===== config.mk =====
export PLATFORM = sky130hd
export DESIGN_NAME = vec_irq_ctrl
export DESIGN_NICKNAME = d
export VERILOG_FILES = /design/src/rtl/irqc_pkg.sv /design/src/rtl/irqc_sync.sv /design/src/rtl/irqc_pending.sv /design/src/rtl/irqc_arbiter.sv /design/src/rtl/vec_irq_ctrl.sv
export SDC_FILE = /design/constraint.sdc
export NUM_CORES = 1
export LEC_CHECK = 0
export ABC_AREA = 1
export BUFFER_PORTS_ARGS = -buffer_cell sky130_fd_sc_hd__buf_2
export CAP_MARGIN = 25
export CORE_UTILIZATION = 50
export DETAILED_ROUTE_END_ITERATION = 6
export GPL_TIMING_DRIVEN = 0
export HOLD_SLACK_MARGIN = 0.05
export PLACE_DENSITY = 0.85
export RECOVER_POWER = 25
export SLEW_MARGIN = 25
export SYNTH_ARGS = -nofsm -noshare
export SYNTH_HDL_FRONTEND = slang
export SYNTH_SLANG_ARGS = --single-unit

===== constraint.sdc =====
create_clock -name clk -period 1.3 [get_ports clk]
set_input_delay 0.195 -clock clk [delete_from_list [all_inputs] [get_ports clk]]
set_output_delay 0.195 -clock clk [all_outputs]
set_load 0.03 [all_outputs]

===== src/rtl/irqc_pkg.sv =====
`timescale 1ns/1ps
package irqc_pkg;
   localparam int NUM_GRP = 5;
   localparam int CFG_W   = NUM_GRP + 1;

   typedef enum logic [2:0] {
      GRP_EXT  = 3'd0,
      GRP_TMR  = 3'd1,
      GRP_SPI  = 3'd2,
      GRP_UART = 3'd3,
      GRP_ACMP = 3'd4
   } grp_e;
endpackage


===== src/rtl/irqc_sync.sv =====
`timescale 1ns/1ps
module irqc_sync #(
   parameter int W      = 2,
   parameter int STAGES = 2
) (
   input  logic         clk,
   input  logic         rst_n,
   input  logic [W-1:0] d,
   output logic [W-1:0] q
);
   if (STAGES < 2) begin : g_bad_stages
      $error("irqc_sync: STAGES must be at least 2");
   end
   if (W < 1) begin : g_bad_width
      $error("irqc_sync: W must be at least 1");
   end

   logic [W-1:0] chain [STAGES];

   for (genvar s = 0; s < STAGES; s++) begin : g_stage
      if (s == 0) begin : g_first
         always_ff @(posedge clk) begin
            if (!rst_n) chain[s] <= '0;
            else        chain[s] <= d;
         end
      end else begin : g_next
         always_ff @(posedge clk) begin
            if (!rst_n) chain[s] <= '0;
            else        chain[s] <= chain[s-1];
         end
      end
   end

   assign q = chain[STAGES-1];
endmodule


===== src/rtl/irqc_pending.sv =====
`timescale 1ns/1ps
module irqc_pending #(
   parameter int N = 11
) (
   input  logic         clk,
   input  logic         rst_n,
   input  logic [N-1:0] evt,
   input  logic [N-1:0] clr,
   output logic [N-1:0] pend
);
   if (N < 1) begin : g_bad_n
      $error("irqc_pending: N must be at least 1");
   end

   logic [N-1:0] pend_q;

   always_ff @(posedge clk) begin
      if (!rst_n) pend_q <= '0;
      else        pend_q <= (pend_q & ~clr) | evt;
   end

   assign pend = pend_q;

   for (genvar i = 0; i < N; i++) begin : g_chk
      assert_evt_wins_R10: assert property (@(posedge clk) disable iff (!rst_n)
         evt[i] |=> pend_q[i]);
      assert_clr_drops_R5: assert property (@(posedge clk) disable iff (!rst_n)
         (clr[i] && !evt[i]) |=> !pend_q[i]);
   end
endmodule


===== src/rtl/irqc_arbiter.sv =====
`timescale 1ns/1ps
module irqc_arbiter #(
   parameter int VEC_W = 4,
   localparam int SPAN = 1 << VEC_W
) (
   input  logic [SPAN-1:0]  req,
   output logic             any,
   output logic [VEC_W-1:0] win
);
   if (VEC_W < 1) begin : g_bad_w
      $error("irqc_arbiter: VEC_W must be at least 1");
   end

   always_comb begin
      win = '0;
      for (int i = SPAN - 1; i >= 0; i--) begin
         if (req[i]) win = VEC_W'(i);
      end
   end

   assign any = |req;

   logic [SPAN-1:0] below_win;
   assign below_win = (SPAN'(1) << win) - SPAN'(1);

   always_comb begin
      if (any) begin
         assert_win_lowest_R3: assert (req[win] && ((req & below_win) == '0));
      end
   end
endmodule


===== src/rtl/vec_irq_ctrl.sv =====
`timescale 1ns/1ps
module vec_irq_ctrl #(
   parameter int N_EXT       = 2,
   parameter int N_TMR       = 6,
   parameter int N_SPI       = 1,
   parameter int N_UART      = 3,
   parameter int N_ACMP      = 1,
   parameter int SYNC_STAGES = 2,
   localparam int N_INT      = N_TMR + N_SPI + N_UART + N_ACMP,
   localparam int NUM_VEC    = 1 + N_EXT + N_INT,
   localparam int VEC_W      = $clog2(NUM_VEC),
   localparam int CFG_W      = irqc_pkg::CFG_W
) (
   input  logic             clk,
   input  logic             rst_n,
   input  logic [N_EXT-1:0] ext_irq,
   input  logic [N_INT-1:0] periph_evt,
   input  logic             cfg_we,
   input  logic [CFG_W-1:0] cfg_wdata,
   input  logic             ack,
   input  logic             reti,
   output logic             irq_out,
   output logic [VEC_W-1:0] vector_out
);
   import irqc_pkg::*;

   localparam int SPAN   = 1 << VEC_W;
   localparam int LAST_E = N_EXT;
   localparam int LAST_T = LAST_E + N_TMR;
   localparam int LAST_S = LAST_T + N_SPI;
   localparam int LAST_U = LAST_S + N_UART;

   if (N_EXT < 1 || N_TMR < 1 || N_SPI < 1 || N_UART < 1 || N_ACMP < 1) begin : g_bad_cnt
      $error("vec_irq_ctrl: every source group needs at least one member");
   end
   if (VEC_W > 8) begin : g_bad_vec
      $error("vec_irq_ctrl: vector table too large");
   end

   // ---------------- configuration state ----------------
   logic               gie_q;
   logic [NUM_GRP-1:0] grp_en_q;
   logic               irq_q;
   logic [VEC_W-1:0]   vec_q;
   logic               accept;

   assign accept = irq_q & ack;

   always_ff @(posedge clk) begin
      if (!rst_n)      gie_q <= 1'b0;
      else if (accept) gie_q <= 1'b0;
      else if (reti)   gie_q <= 1'b1;
      else if (cfg_we) gie_q <= cfg_wdata[0];
   end

   always_ff @(posedge clk) begin
      if (!rst_n)      grp_en_q <= '0;
      else if (cfg_we) grp_en_q <= cfg_wdata[CFG_W-1:1];
   end

   // ---------------- sources ----------------
   logic [N_EXT-1:0] ext_lvl;
   logic [N_INT-1:0] pend;
   logic [N_INT-1:0] clr;

   irqc_sync #(.W(N_EXT), .STAGES(SYNC_STAGES)) u_sync (
      .clk   (clk),
      .rst_n (rst_n),
      .d     (ext_irq),
      .q     (ext_lvl)
   );

   for (genvar i = 0; i < N_INT; i++) begin : g_clr
      assign clr[i] = accept && (vec_q == VEC_W'(i + N_EXT + 1));
   end

   irqc_pending #(.N(N_INT)) u_pend (
      .clk   (clk),
      .rst_n (rst_n),
      .evt   (periph_evt),
      .clr   (clr),
      .pend  (pend)
   );

   // ---------------- per-vector request map ----------------
   logic [NUM_VEC-1:1] src_lvl;
   logic [SPAN-1:0]    req;

   assign req[0] = 1'b0;

   for (genvar v = 1; v < NUM_VEC; v++) begin : g_src
      localparam grp_e GRP = (v <= LAST_E) ? GRP_EXT  :
                             (v <= LAST_T) ? GRP_TMR  :
                             (v <= LAST_S) ? GRP_SPI  :
                             (v <= LAST_U) ? GRP_UART : GRP_ACMP;
      if (v <= LAST_E) begin : g_ext
         assign src_lvl[v] = ext_lvl[v-1];
      end else begin : g_int
         assign src_lvl[v] = pend[v-N_EXT-1];
      end
      assign req[v] = src_lvl[v] & grp_en_q[GRP];
   end

   for (genvar u = NUM_VEC; u < SPAN; u++) begin : g_pad
      assign req[u] = 1'b0;
   end

   // ---------------- arbitration and dispatch ----------------
   logic             any;
   logic [VEC_W-1:0] win;

   irqc_arbiter #(.VEC_W(VEC_W)) u_arb (
      .req (req),
      .any (any),
      .win (win)
   );

   logic still_wanted;
   assign still_wanted = gie_q & req[vec_q];

   always_ff @(posedge clk) begin
      if (!rst_n) begin
         irq_q <= 1'b0;
         vec_q <= '0;
      end else if (accept) begin
         irq_q <= 1'b0;
      end else if (irq_q) begin
         if (!still_wanted) irq_q <= 1'b0;
      end else if (gie_q && any) begin
         irq_q <= 1'b1;
         vec_q <= win;
      end
   end

   assign irq_out    = irq_q;
   assign vector_out = vec_q;

   // ---------------- checks ----------------
   assert_vec_hold_R4: assert property (@(posedge clk) disable iff (!rst_n)
      (irq_q && !ack) |=> (!irq_q || vec_q == $past(vec_q)));
   assert_ack_drops_gie_R5: assert property (@(posedge clk) disable iff (!rst_n)
      accept |=> (!gie_q && !irq_q));
   assert_reti_arms_R7: assert property (@(posedge clk) disable iff (!rst_n)
      (reti && !accept) |=> gie_q);
   assert_issue_needs_gie_R6: assert property (@(posedge clk) disable iff (!rst_n)
      $rose(irq_q) |-> $past(gie_q));
endmodule


==> results of run 1 <==
## cell families after synthesis
logic type	Yosys count	share of synthesized area, %
flops	26	41.60
simple gates	91	30.80
compound gates	41	17.90
buf+inv	32	9.699
## layout make-up
cell class	instances	area share, %
multi-input cells	132	43.03
clock inverters	1	1.858
clock buffers	3	1.393
inverters	30	7.121
flip-flops and latches	26	33.05
well taps	28	2.167
plain buffers	2	0.5418
repair buffers	32	10.84
## worst register-to-register path: cells and delay by family, from the launching register on
kind,cells,cell delay (ns)
buf+inv,1,0.08
compound gates,2,0.14
flops,1,0.36
simple gates,7,0.67
## timing repair
action / 4_1_cts / 5_1_grt
pin swaps: 0 / 6
endpoints found under the setup margin: 4 / 9
hold buffers: 2 / 0
resized for setup: 11 / 27
setup buffers: 0 / 2
endpoints found under the hold margin: 2 / 0
## metrics by stage
stage	instance area, sq um	cells	total power [mW]	worst slack, ns
after CTS	1521	252	1.835	-0.005115
after global routing	1617	254	1.971	-0.09077
after detailed placement	1428	246	1.257	-0.1131
final	1617	254	1.891	-0.03944
after global placement	1428	246	1.251	-0.06709
after floorplan	1252	190	1.147	0.01134
## worst max path at each step
| stage | from | slack, ns | endpoint |
|---|---|---|---|
| floorplan | vector_out[1]$_SDFFE_PN0P_ | 0.01 | irq_out$_SDFF_PP0_ |
| global placement | grp_en_q[1]$_SDFFE_PN0P_ | -0.07 | vector_out[1]$_SDFFE_PN0P_ |
| detailed placement | grp_en_q[1]$_SDFFE_PN0P_ | -0.11 | vector_out[1]$_SDFFE_PN0P_ |
| CTS | grp_en_q[1]$_SDFFE_PN0P_ | -0.005 | vector_out[1]$_SDFFE_PN0P_ |
| global route | grp_en_q[3]$_SDFFE_PN0P_ | -0.09 | vector_out[1]$_SDFFE_PN0P_ |
| finish | grp_en_q[3]$_SDFFE_PN0P_ | -0.04 | vector_out[1]$_SDFFE_PN0P_ |
## Yosys cell counts
cell	instances	share of area [%]
nor2_4	1	0.90
o21ai_0	13	5.2
o21ai_2	1	0.70
inv_1	28	8.4
a21oi_1	19	7.6
nand2_2	7	3.5
nand2_1	53	16
buf_2	1	0.40
nand4_1	2	1.0
dfxtp_1	26	42
o31ai_1	4	2.4
inv_2	1	0.30
a31oi_1	1	0.50
nand3_1	7	2.8
clkbuf_1	1	0.30
o21ai_1	2	0.80
clkinv_1	1	0.30
nor2_2	2	1.0
nor2_1	19	5.7
a21oi_2	1	0.70
## power by group through the flow
stage                     clock, mW  combinational (mW)  sequential (mW)
after floorplan                   0               0.210            0.938
after global placement            0               0.330            0.920
after detailed placement          0               0.335            0.921
after CTS                     0.582               0.344            0.908
after global routing          0.606               0.439            0.926
final                         0.570               0.402            0.919
## state kept, by name, indices dropped and copies added (netlist names)
register and count:
u_pend.pend 11, u_sync.chain 4, gie_q 1, grp_en_q 5, irq_out 1, vector_out 4
## per-layer routing
metal / part of all wire [%] / global-route usage (%)
met2: 47 / 38.25
met4: 1.8 / 5.856
met3: 6.4 / 6.140
met1: 44 / 30.95
met5: 0 / 0
==> metrics.cfg, run 1 <==
[outcome]
outcome=finished, violations left
violations=negative setup slack

[power_and_ir_drop]
power_report.internal_total_mw=1.324
power_frac_seq_pct=48.6
net-switching-power_mw=0.5669
power.share.switching_pct=29.98
power.density_cell_area_nw_per_um2=1170
clkPwrFrac_pct=30.1
comb_power_share_pct=21.3
ir_worst_vdd_mv=0.8336
static-leakage-power_nw=0.8434

[clock_network]
htree_num_levels=1
clockRootBuffer=clkbuf_4
clk-insertion-delay-late_ns=0.33
numClockSinks=26
cts_inserted_buffers=3
tritoncts_clock_tree=done
clk_pin_slew_worst_setup_hold_paths_ns=0.15
clockBufferDepth=2

[sta]
timing.fmax_mhz=746.6
clock_skew_ns=0.004979
period_needed_ns=1.339
grt_setup_unrepaired=yes
min_period_over_period_pct=103.0
slew_headroom_pct=73.45
final_report_setup_violation_count=2
final_total_negative_setup_slack_ns=-0.05815
finalMaxSlewViolations=0
hold_ws_ns=0.05259
worst_slew_pin_slew_ns=0.3983
final-hold-violation-count=0
fin_ws_ns=-0.03944

[critical_path]
cp_data_required_time_ns=1.54
worstPathCellList=nand2_1 > nand2_1 > nor2_2 > nand3_1 > nand2_2 > nand2_4 > inv_4 > nor2_4 > o21ai_2 > a21oi_2
critical_path.startpoint_type=register
worst_path_largest_cell_delay_ns=0.36
endpoint_kind=register
cp_data_arrival_time_ns=1.58
reg2reg_setup_slack_ns=-0.04
timing.critical_path.slowest_stage_cell=dfxtp_2
criticalPathCategory=register to register
critical_path.reg2reg.endpoint=vector_out[1]$_SDFFE_PN0P_
cp_top_family=simple AND/OR/NAND/NOR gates
ff2ff_path_depth=10
path_depth=10
reg2reg_start=grp_en_q[3]$_SDFFE_PN0P_
critical_path.most_common_cell=nand2_1
path_max_fanout=4
cp.buffers_inverters=1

[synthesis]
postSynthRegisterBits=26
post_synth_num_cell_types=20
sequential_cell_area_fraction_in_the_yosys_report_pct=41.60
post_synth_instance_area_sq_um=1251
syn-instance-count=190
synth_area_per_cell_sq_um=6.585
ys_warn_count=0
syn_nets=214

[grt]
globalRouteOverflowTotal=0
antenna_found_initial=0
maximum_number_of_pins_on_one_net_before_global_route_repair=16
total_global_route_track_usage_pct=23.64
grt_pass1_wl_um=4616
number_of_global_route_vias_before_repair=1073

[detailed_routing]
initialDrtViolationCount=57
dr_total_vias=1334
ant_nets=0
post_drt_wl_per_cell_um=12.20
route.detailed.drc=0
drt-total-wl_um=3100
vias_per_instance=5.252
drt_pass1_iterations=4

[floorplanning]
io_pins=29
fp.coreArea_sq_um=2276
die_width_um=52.03
dieArea_sq_um=2707
die-height_um=52.03
initial_core_util_pct=54.98
floorplan.rows=17

[final_layout]
final_net_count=251
most-common-layout-cells=nand2_1 (44), buf_2 (29), inv_1 (26), dfxtp_1 (19)
layout-drive-gt1-share_pct=34.07
layout_commonest_cell=nand2_1
fillCellCount=199
antenna_diode_instance_count=0
seq_area_sq_um=534.3
layout.core_utilization_pct=71.03
syn2layout_area_growth_pct=29.20
multi_input_area_sq_um=695.7

[placed_design]
place_hpwl_um=2080
finalWeightedCongestion=0.9352
port-buffer-count=28

[hold_path]
hold_class=primary input to register
min_from=periph_evt[0]
whs_path_depth=3
min_to=u_pend.pend[0]$_SDFF_PN0_

[run]
maxCapViolations=0

No activity file was read; power rests on OpenSTA's default activity.
==> inputs of run 2 (changes only) <==
--- a/config.mk
+++ b/config.mk
@@ -8,12 +8,14 @@
 export ABC_AREA = 1
 export BUFFER_PORTS_ARGS = -buffer_cell sky130_fd_sc_hd__buf_2
 export CAP_MARGIN = 25
-export CORE_UTILIZATION = 50
+export CORE_UTILIZATION = 45
+export CTS_BUF_LIST = sky130_fd_sc_hd__clkbuf_16
 export DETAILED_ROUTE_END_ITERATION = 6
 export GPL_TIMING_DRIVEN = 0
 export HOLD_SLACK_MARGIN = 0.05
-export PLACE_DENSITY = 0.85
+export PLACE_DENSITY = 0.79
 export RECOVER_POWER = 25
+export SKIP_LAST_GASP = 1
 export SLEW_MARGIN = 25
 export SYNTH_ARGS = -nofsm -noshare
 export SYNTH_HDL_FRONTEND = slang
==> metrics.cfg, run 2 (synthesis gave the netlist of run 1 again) <==
[final_layout]
layout_commonest_cell=nand2_1
fillCellCount=249  ; +25%
most-common-layout-cells=nand2_1 (39), buf_2 (28), inv_1 (25), dfxtp_1 (20), a21oi_1 (19)
final_net_count=254  ; +1.2%
multi_input_area_sq_um=698.2  ; +0.36%
largest_register_ffs=11  ; unchanged
syn2layout_area_growth_pct=33.10
seq_area_sq_um=533.0  ; -0.23%
layout-drive-gt1-share_pct=34.93  ; +0.86 points
antenna_diode_instance_count=0  ; unchanged

[sta]
grt_setup_unrepaired=yes
finalMaxSlewViolations=0  ; unchanged
clock_skew_ns=0.003923  ; -0.001056 ns
hold_ws_ns=0.1155  ; +0.06288 ns
slew_headroom_pct=75.18  ; +1.7 points
period_needed_ns=1.303  ; -0.03688 ns
worst_slew_pin_slew_ns=0.3723  ; -0.02605 ns
min_period_over_period_pct=100.2  ; -2.8 points
fin_ws_ns=-0.002568  ; +0.03688 ns
timing.fmax_mhz=767.7  ; +2.8%
final_total_negative_setup_slack_ns=-0.002568  ; +0.05558 ns
final_report_setup_violation_count=1  ; -1
final-hold-violation-count=0  ; unchanged

[detailed_routing]
initialDrtViolationCount=46  ; -19%
drt_pass1_iterations=4  ; unchanged
dr_total_vias=1336  ; +0.15%
route.detailed.drc=0  ; unchanged
ant_nets=0  ; unchanged
vias_per_instance=5.158  ; -1.8%
drt-total-wl_um=3267  ; +5.4%
post_drt_wl_per_cell_um=12.61  ; +3.4%

[floorplanning]
die_width_um=54.73  ; +5.2%
initial_core_util_pct=49.16  ; -5.8 points
dieArea_sq_um=2995  ; +11%
floorplan.rows=18  ; +1
fp.coreArea_sq_um=2545  ; +12%
io_pins=29  ; unchanged
die-height_um=54.73  ; +5.2%

[hold_path]
hold_class=primary input to register

[clock_network]
tritoncts_clock_tree=done
cts_inserted_buffers=3  ; unchanged
clk-insertion-delay-late_ns=0.26  ; -0.07 ns
htree_num_levels=1  ; unchanged
clockRootBuffer=clkbuf_16
clockBufferDepth=2  ; unchanged
numClockSinks=26  ; unchanged
clk_pin_slew_worst_setup_hold_paths_ns=0.06  ; -0.09 ns

[run]
maxCapViolations=0  ; unchanged

[grt]
grt_pass1_wl_um=4643  ; +0.58%
total_global_route_track_usage_pct=21.96  ; -1.7 points
globalRouteOverflowTotal=0  ; unchanged
maximum_number_of_pins_on_one_net_before_global_route_repair=15  ; -1
number_of_global_route_vias_before_repair=1112  ; +3.6%
antenna_found_initial=0  ; unchanged

[critical_path]
cp_data_arrival_time_ns=1.49  ; -0.09 ns
cp_data_required_time_ns=1.49  ; -0.05 ns
cp.buffers_inverters=2  ; +1
criticalPathCategory=register to register
timing.critical_path.slowest_stage_cell=dfxtp_4
worstPathCellList=inv_4 > nor2_4 > inv_2 > o21ai_2 > nand3_1 > a21oi_1 > nand3_1 > a21oi_1
endpoint_kind=register
path_max_fanout=6  ; +2
worst_path_largest_cell_delay_ns=0.41  ; +0.05 ns
cp_top_family=flip-flops
critical_path.startpoint_type=register

[outcome]
outcome=finished, violations left
violations=negative setup slack

[placed_design]
port-buffer-count=28  ; unchanged
finalWeightedCongestion=0.9216  ; -1.5%
place_hpwl_um=2187  ; +5.2%

[power_and_ir_drop]
static-leakage-power_nw=0.8615  ; +2.1%
ir_worst_vdd_mv=1.035  ; +24%
power_total_mw=2.021  ; +6.9%
power.density_cell_area_nw_per_um2=1214  ; +3.7%

[run 2: cell types whose count changed in the layout (fill, tap and decap cells not counted), moves of 2 or more]
cell           previous run  this run
clkbuf_4                  3         0
nand2_2                  12        18
dlygate4sd3_1             2         0
a21oi_2                   5         1
nor2_4                    3         5
nor2_2                    4         2
clkinv_1                  0         2
nand2_1                  44        39
buf_4                     2         7
clkbuf_16                 0         3
a21oi_1                  15        19
[run 2: metrics by stage]
| step | util [%] | area, sq um | cells | worst slack (ns) |
|---|---|---|---|---|
| after floorplan | - | 1252 | 190 | 0.01134 |
| after global placement | 56.19 | 1430 | 248 | -0.06756 |
| after detailed placement | 56.19 | 1430 | 248 | -0.06096 |
| after CTS | 59.44 | 1513 | 252 | 0.006557 |
| after global routing | 65.44 | 1665 | 259 | -0.08884 |
| final | 65.44 | 1665 | 259 | -0.002568 |
[run 2: worst min-delay path, stage by stage]
cell and delay, ns:
buf_2 0.08, nand2_1 0.04, inv_1 0.04
[run 2: area by class of cell]
cell class	count	area share, %
flip-flops and latches	26	32.01
well taps	30	2.254
clock buffers	3	4.508
multi-input cells	132	41.92
inverters	30	7.062
repair buffers	35	11.50
plain buffers	2	0.5259
clock inverters	1	0.2254
[run 2: worst paths after layout]
path / end / from / cells after the start / slack [ns]
max: irq_out$_SDFF_PP0_ / vector_out[0]$_SDFFE_PN0P_ / 8 / -0.003
min: u_sync.chain[0][1]$_SDFF_PN0_ / ext_irq[1] / 3 / 0.12
max reg2reg: irq_out$_SDFF_PP0_ / vector_out[0]$_SDFFE_PN0P_ / 8 / -0.003
min reg2reg: u_sync.chain[1][0]$_SDFF_PN0_ / u_sync.chain[0][0]$_SDFF_PN0_ / 2 / 0.41
[run 2: timing repair]
item	CTS	global route
gates resized for setup	2	38
endpoints found under the setup margin	3	7
hold buffers	0	0
setup buffers	0	7
pin swaps	0	7
[run 2: report_power, final]
part	internal (mW)	switching (mW)
registers	0.859	0.0681
clock network	0.411	0.265
logic	0.165	0.252
[run 2: routing by layer]
layer / GRT usage, % / wire, um
met5: 0 / 0
met4: 8.120 / 87
met3: 5.000 / 111
met2: 35.94 / 1597
met1: 27.73 / 1471
